## config.mk

```make
export PLATFORM = sky130hd
export DESIGN_NAME = dispclk_divtree
export DESIGN_NICKNAME = d
export VERILOG_FILES = /design/src/rtl/dispclk_pkg.sv /design/src/rtl/dispclk_stage.sv /design/src/rtl/dispclk_cfg.sv /design/src/rtl/dispclk_divtree.sv
export SDC_FILE = /design/constraint.sdc
export NUM_CORES = 1
export LEC_CHECK = 0
export ABC_CLOCK_PERIOD_IN_PS = 4650
export BUFFER_PORTS_ARGS = -buffer_cell sky130_fd_sc_hd__buf_2
export CAP_MARGIN = 10
export CORE_MARGIN = 5
export CORE_UTILIZATION = 55
export CTS_CLUSTER_DIAMETER = 60
export DETAILED_ROUTE_END_ITERATION = 10
export PLACE_DENSITY = 0.76
export SETUP_SLACK_MARGIN = 0.2
export SYNTH_ARGS = -nofsm -noshare
export SYNTH_HDL_FRONTEND = slang
export SYNTH_HIERARCHICAL = 1
export SYNTH_SLANG_ARGS = --single-unit
```

## constraint.sdc

```tcl
create_clock -name clk -period 4.65 [get_ports clk]
set_input_delay 0.2325 -clock clk [delete_from_list [all_inputs] [get_ports clk]]
set_output_delay 0.2325 -clock clk [all_outputs]
set_load 0.03 [all_outputs]
```

## src/rtl/dispclk_pkg.sv

```systemverilog
package dispclk_pkg;

   // Pixel-divider source codes; the value is the register field encoding.
   typedef enum logic [1:0] {
      SRC_BIT      = 2'd0,
      SRC_BIT_HALF = 2'd1,
      SRC_OUT      = 2'd2,
      SRC_OUT_QTR  = 2'd3
   } pix_src_e;

   // Register addresses of the configuration port.
   localparam int unsigned REG_DIVS   = 0;
   localparam int unsigned REG_SRC    = 1;
   localparam int unsigned REG_OUTDIV = 2;

endpackage

```

## src/rtl/dispclk_stage.sv

```systemverilog
// One counting stage: passes every ratio-th input tick; ratio 0 acts as 1.
module dispclk_stage #(
   parameter int CW = 4
) (
   input  logic          clk,
   input  logic          rst_n,
   input  logic          clr,
   input  logic          in_t,
   input  logic [CW-1:0] ratio,
   output logic          out_t
);

   logic [CW-1:0] eff;
   logic [CW-1:0] cnt;
   logic          last;

   assign eff   = (ratio == '0) ? CW'(1) : ratio;
   assign last  = (cnt == eff - CW'(1));
   assign out_t = in_t & last;

   always_ff @(posedge clk or negedge rst_n) begin
      if (!rst_n) begin
         cnt <= '0;
      end else if (clr) begin
         cnt <= '0;
      end else if (in_t) begin
         cnt <= last ? '0 : cnt + CW'(1);
      end
   end

endmodule

```

## src/rtl/dispclk_cfg.sv

```systemverilog
// Shadow and active configuration with boundary-aligned commit.
module dispclk_cfg
   import dispclk_pkg::*;
#(
   parameter int OD_W  = 2,
   parameter int DIV_W = 4,
   parameter int DW    = 8,
   parameter int AW    = 2
) (
   input  logic             clk,
   input  logic             rst_n,
   input  logic             we,
   input  logic [AW-1:0]    addr,
   input  logic [DW-1:0]    wdata,
   input  logic             byte_tick,
   input  logic             pix_tick,
   output logic [OD_W-1:0]  act_od,
   output logic [DIV_W-1:0] act_bdiv,
   output logic [DIV_W-1:0] act_pdiv,
   output pix_src_e         act_src,
   output logic             commit,
   output logic             byte_hold,
   output logic             pix_hold
);

   logic [OD_W-1:0]  pnd_od;
   logic [DIV_W-1:0] pnd_bdiv;
   logic [DIV_W-1:0] pnd_pdiv;
   pix_src_e         pnd_src;
   logic             pend;
   logic             wr_divs, wr_src, wr_od;

   assign wr_divs = we && (addr == AW'(REG_DIVS));
   assign wr_src  = we && (addr == AW'(REG_SRC));
   assign wr_od   = we && (addr == AW'(REG_OUTDIV));

   // Both outputs must sit at (or have passed) a period end.
   assign commit = pend && (byte_tick || byte_hold) && (pix_tick || pix_hold);

   always_ff @(posedge clk or negedge rst_n) begin
      if (!rst_n) begin
         pnd_od   <= '0;
         pnd_bdiv <= DIV_W'(1);
         pnd_pdiv <= DIV_W'(1);
         pnd_src  <= SRC_BIT;
      end else begin
         if (wr_divs) begin
            pnd_bdiv <= wdata[DIV_W-1:0];
            pnd_pdiv <= wdata[2*DIV_W-1:DIV_W];
         end
         if (wr_src) pnd_src <= pix_src_e'(wdata[1:0]);
         if (wr_od)  pnd_od  <= wdata[OD_W-1:0];
      end
   end

   always_ff @(posedge clk or negedge rst_n) begin
      if (!rst_n) begin
         act_od    <= '0;
         act_bdiv  <= DIV_W'(1);
         act_pdiv  <= DIV_W'(1);
         act_src   <= SRC_BIT;
         byte_hold <= 1'b0;
         pix_hold  <= 1'b0;
      end else if (commit) begin
         act_od    <= pnd_od;
         act_bdiv  <= pnd_bdiv;
         act_pdiv  <= pnd_pdiv;
         act_src   <= pnd_src;
         byte_hold <= 1'b0;
         pix_hold  <= 1'b0;
      end else if (pend) begin
         byte_hold <= byte_hold | byte_tick;
         pix_hold  <= pix_hold | pix_tick;
      end
   end

   always_ff @(posedge clk or negedge rst_n) begin
      if (!rst_n)      pend <= 1'b0;
      else if (we)     pend <= 1'b1;
      else if (commit) pend <= 1'b0;
   end

endmodule

```

## src/rtl/dispclk_divtree.sv

```systemverilog
module dispclk_divtree
   import dispclk_pkg::*;
#(
   parameter int OD_W     = 2,
   parameter int DIV_W    = 4,
   parameter int DW       = 8,
   parameter int AW       = 2,
   parameter int BYTE_DIV = 8,
   parameter int HALF_DIV = 2,
   parameter int QTR_DIV  = 4
) (
   input  logic          clk,
   input  logic          rst_n,
   input  logic          clk_en,
   input  logic          cfg_we,
   input  logic [AW-1:0] cfg_addr,
   input  logic [DW-1:0] cfg_wdata,
   output logic          byte_ce,
   output logic          pix_ce
);

   localparam int OD_RW   = 1 << OD_W;
   localparam int BYTE_CW = $clog2(BYTE_DIV) + 1;
   localparam int HALF_CW = $clog2(HALF_DIV) + 1;
   localparam int QTR_CW  = $clog2(QTR_DIV) + 1;

   generate
      if (DW < 2 * DIV_W) begin : g_bad_dw
         $error("cfg_wdata too narrow for both one-based divider fields");
      end
      if (AW < 2) begin : g_bad_aw
         $error("address width must reach three registers");
      end
      if (DW < OD_W) begin : g_bad_od
         $error("cfg_wdata too narrow for the first-stage exponent");
      end
      if (BYTE_DIV < 1 || HALF_DIV < 1 || QTR_DIV < 1) begin : g_bad_fix
         $error("fixed ratios must be at least one");
      end
   endgenerate

   logic [OD_W-1:0]  act_od;
   logic [DIV_W-1:0] act_bdiv, act_pdiv;
   pix_src_e         act_src;
   logic             commit, byte_hold, pix_hold;
   logic             t_out, t_bit, t_byte, t_half, t_qtr, t_pix;
   logic [3:0]       src_t;
   logic             t_src;

   dispclk_cfg #(
      .OD_W(OD_W), .DIV_W(DIV_W), .DW(DW), .AW(AW)
   ) u_cfg (
      .clk       (clk),
      .rst_n     (rst_n),
      .we        (cfg_we),
      .addr      (cfg_addr),
      .wdata     (cfg_wdata),
      .byte_tick (t_byte),
      .pix_tick  (t_pix),
      .act_od    (act_od),
      .act_bdiv  (act_bdiv),
      .act_pdiv  (act_pdiv),
      .act_src   (act_src),
      .commit    (commit),
      .byte_hold (byte_hold),
      .pix_hold  (pix_hold)
   );

   // Power-of-two first stage.
   dispclk_stage #(.CW(OD_RW)) u_out (
      .clk(clk), .rst_n(rst_n), .clr(commit), .in_t(1'b1),
      .ratio(OD_RW'(1) << act_od), .out_t(t_out)
   );

   // One-based bit divider.
   dispclk_stage #(.CW(DIV_W)) u_bit (
      .clk(clk), .rst_n(rst_n), .clr(commit), .in_t(t_out),
      .ratio(act_bdiv), .out_t(t_bit)
   );

   // Fixed taps.
   dispclk_stage #(.CW(BYTE_CW)) u_byte (
      .clk(clk), .rst_n(rst_n), .clr(commit), .in_t(t_bit),
      .ratio(BYTE_CW'(BYTE_DIV)), .out_t(t_byte)
   );

   dispclk_stage #(.CW(HALF_CW)) u_half (
      .clk(clk), .rst_n(rst_n), .clr(commit), .in_t(t_bit),
      .ratio(HALF_CW'(HALF_DIV)), .out_t(t_half)
   );

   dispclk_stage #(.CW(QTR_CW)) u_qtr (
      .clk(clk), .rst_n(rst_n), .clr(commit), .in_t(t_out),
      .ratio(QTR_CW'(QTR_DIV)), .out_t(t_qtr)
   );

   // Four-way source select for the pixel divider.
   assign src_t[SRC_BIT]      = t_bit;
   assign src_t[SRC_BIT_HALF] = t_half;
   assign src_t[SRC_OUT]      = t_out;
   assign src_t[SRC_OUT_QTR]  = t_qtr;
   assign t_src               = src_t[act_src];

   dispclk_stage #(.CW(DIV_W)) u_pix (
      .clk(clk), .rst_n(rst_n), .clr(commit), .in_t(t_src),
      .ratio(act_pdiv), .out_t(t_pix)
   );

   always_ff @(posedge clk or negedge rst_n) begin
      if (!rst_n) begin
         byte_ce <= 1'b0;
         pix_ce  <= 1'b0;
      end else begin
         byte_ce <= t_byte & ~byte_hold & clk_en;
         pix_ce  <= t_pix & ~pix_hold & clk_en;
      end
   end

endmodule

```

==> qor.csv <==
metric;value;unit
antenna cells;0;
maxcap violations;0;
Hold Path Class;in2async;
crit-path max FO;27;
Clock Path Buffers;2;
Static Leak;1.51;nW
syn avg cell area;10.8;µm²
worst flop-to-flop path endpoint;u_qtr/cnt[2]$_DFFE_PN0P_;
WL per Instance;12.5;µm
routability cong.;0.764;
H-tree depth;2;
Layout area overhead;13.7;%
total track usage;15.0;%
Core Rows;26;
post-DP HPWL;3.63;mm
R2R Setup Slk;0.69;ns
Die W;83.6;µm
vias in the first global route;1991;
share of layout cells above drive strength 1;25.1;%
Synth top cells by count;46 x dfrtp_1, 23 x nor2_1, 21 x mux2_2;
reg2reg start;u_cfg/act_od[1]$_DFFE_PN0P_;
Slew Limit Headroom;59.2;%
Clock Latency Late Sink;0.30;ns
Clock Sinks;50;
register area share after synthesis;42.2;%
full die area;6990;µm²
Num CTS Buffers;5;
Setup violations, final;0;
Area contributors post-synth;dfrtp_1 39%, mux2_2 7.9%, xnor2_1 4.7%;
Setup crit end kind;register;
number of flops mapped to enable cells by yosys;0;
post-layout util;65.4;%
Placement Cell Area;3270;µm²
Tmin final;3.96;ns
Netlist cell types;43;
final hold viol count;0;
synthesized area;2980;µm²
remaining routing DRC violations;0;
Reg clk slew, reported paths;0.08;ns
DP Cell Count;389;
unrepaired setup endpoints after global routing;false;
first-iteration detailed-routing DRC count;102;
DR vias;2089;
core area;5170;µm²
setup_tns;0;ns
FMAX;0.252;GHz
Final ANT Viol Nets;0;
Vias/cell;5.26;
Starting Density;57.6;%
crit start category;register;
Min Hold Slack;0.0288;ns
Max Slew Vio Count;0;
Yosys reg bits;50;
largest net degree at the start of global routing;51;
Post-Layout Cell Count;397;
Ports;16;
port bufs;15;
largest area contributor in the netlist;dfrtp_1;
most common cell in the synthesized netlist;dfrtp_1;
postcts setup bufs;0;
reg2reg path depth;17;
PD cells;645;nW/µm²
synth warn;6;
initial antenna violation count;0;
Setup Skew;0.0145;ns
Synth Flop Type;dfrtp_1;
data required time of the worst path;4.85;ns
die height;83.6;µm
Yosys top cell area share;38.7;%
status;finished, final reports clean;
IR drop worst, VDD;0.000345;V
DRT Wirelength;4.96;mm
ys async rst share;100;%
post-route design area;3380;µm²
post-cts resize count;0;
Crit Path Category;reg2reg;
worst slew pin tran;0.612;ns
TritonRoute pass-1 iters;4;
Final Net Count;350;
root buffer selected by CTS;clkbuf_8;
fill cell count;411;
Cells after Synth;275;
first-pass GRT wire length;8.91;mm
grt ovf;0;
Final period util;85.2;%
CTS tree;yes;
arrival time at the worst endpoint;4.16;ns
CTS Hold Buffers Added;0;
-- critical path: stages (launching register included) --
cell and delay [ns]:
dfrtp_1 0.41, and2_1 0.21, nor3_1 0.18, nor2_1 0.06, ha_1 0.21, xnor2_1 0.19, xnor2_1 0.16, nor3_2 0.10
and2_1 0.27, and2_1 0.20, o21a_1 0.11, mux4_2 0.57, and2_1 0.23, o221ai_2 0.18, inv_1 0.22, buf_12 0.22
or2b_1 0.22, o32ai_1 0.11
-- metrics by stage --
stage,setup slack [ns],power (mW)
floorplan,0.281,1.67
global placement,0.850,1.83
detailed placement,0.700,1.87
CTS,0.677,2.20
global route,0.297,2.37
finish,0.690,2.18
-- placed cells by master, fill, tap and decap left out, types with 3 or more instances in the layout --
cell / count
a2111oi_2: 4
ha_1: 10
xnor2_1: 16
o21ai_0: 8
o22ai_1: 5
dfrtp_1: 46
and3_2: 4
dfstp_2: 4
nor2_1: 23
nor3_2: 4
mux2i_1: 4
clkbuf_8: 6
or2b_1: 5
conb_1: 31
o21a_1: 3
o21ai_1: 4
o31ai_1: 4
inv_1: 12
mux2_4: 8
nand3b_1: 11
nand3_1: 5
and2_1: 6
a21oi_1: 5
buf_2: 15
nor3_1: 9
nand2_1: 17
o32ai_1: 6
buf_4: 4
a22oi_2: 4
mux2_2: 21
-- sequential cells by signal, summed over array words and instances (netlist names) --
signal,flops
pix_ce,1
u_bit/cnt,4
u_cfg/pnd_pdiv,4
u_cfg/act_pdiv,4
u_qtr/cnt,3
u_cfg/act_bdiv,4
u_cfg/pnd_bdiv,4
u_pix/cnt,4
u_cfg/pnd_od,2
u_cfg/act_src,2
u_cfg/byte_hold,1
u_byte/cnt,4
byte_ce,1
u_out/cnt,4
u_half/cnt,2
u_cfg/pix_hold,1
u_cfg/act_od,2
u_cfg/pnd_src,2
u_cfg/pend,1
-- report_power, final --
group | total [mW] | internal, mW | switching [mW] | leakage (nW)
clock | 0.313 | 0.175 | 0.138 | 0.0585
combinational | 1.09 | 0.554 | 0.541 | 0.832
sequential | 0.774 | 0.595 | 0.180 | 0.619
-- how the worst max path moves through the flow --
stage                           startpoint  slack [ns]  cells after the start                   endpoint
2_1_floorplan  u_cfg/act_od[1]$_DFFE_PN0P_        0.28                     18  u_half/cnt[0]$_DFFE_PN0P_
3_3_place_gp   u_cfg/act_od[1]$_DFFE_PN0P_        0.85                     17   u_qtr/cnt[2]$_DFFE_PN0P_
3_5_place_dp   u_cfg/act_od[1]$_DFFE_PN0P_        0.70                     17   u_pix/cnt[0]$_DFFE_PN0P_
4_1_cts        u_cfg/act_od[1]$_DFFE_PN0P_        0.68                     17   u_qtr/cnt[2]$_DFFE_PN0P_
5_1_grt        u_cfg/act_od[1]$_DFFE_PN0P_        0.30                     18   u_bit/cnt[2]$_DFFE_PN0P_
6_report       u_cfg/act_od[1]$_DFFE_PN0P_        0.69                     17   u_qtr/cnt[2]$_DFFE_PN0P_
-- logic make-up after synthesis --
family | share of synthesized area [%]
multiplexers | 14.1
flip-flops | 42.2
other | 0.252
XOR/XNOR | 5.29
adder cells (fa/ha/maj) | 4.20
AND/OR/NAND/NOR | 17.8
AO/OA/AOI/OAI | 13.6
buffers and inverters | 2.56
-- metal layers --
layer  share of wire (%)  GRT usage [%]  vias to the layer above
met4                 1.4           4.39                        0
met1                  47           19.8                      987
met3                 3.2           3.26                        8
li1                    -              -                     1063
met2                  48           24.9                       31
met5                   0              0                        -
-- cell type report --
class / instances / area [µm²] / area share (%)
well taps: 70 / 87.6 / 2.59
clock inverters: 1 / 30.0 / 0.887
inverters: 12 / 45.0 / 1.33
repair buffers: 20 / 125 / 3.70
flip-flops and latches: 50 / 1260 / 37.1
clock buffers: 7 / 86.3 / 2.55
multi-input cells: 237 / 1750 / 51.8
Power figures use the tool's default switching activity.
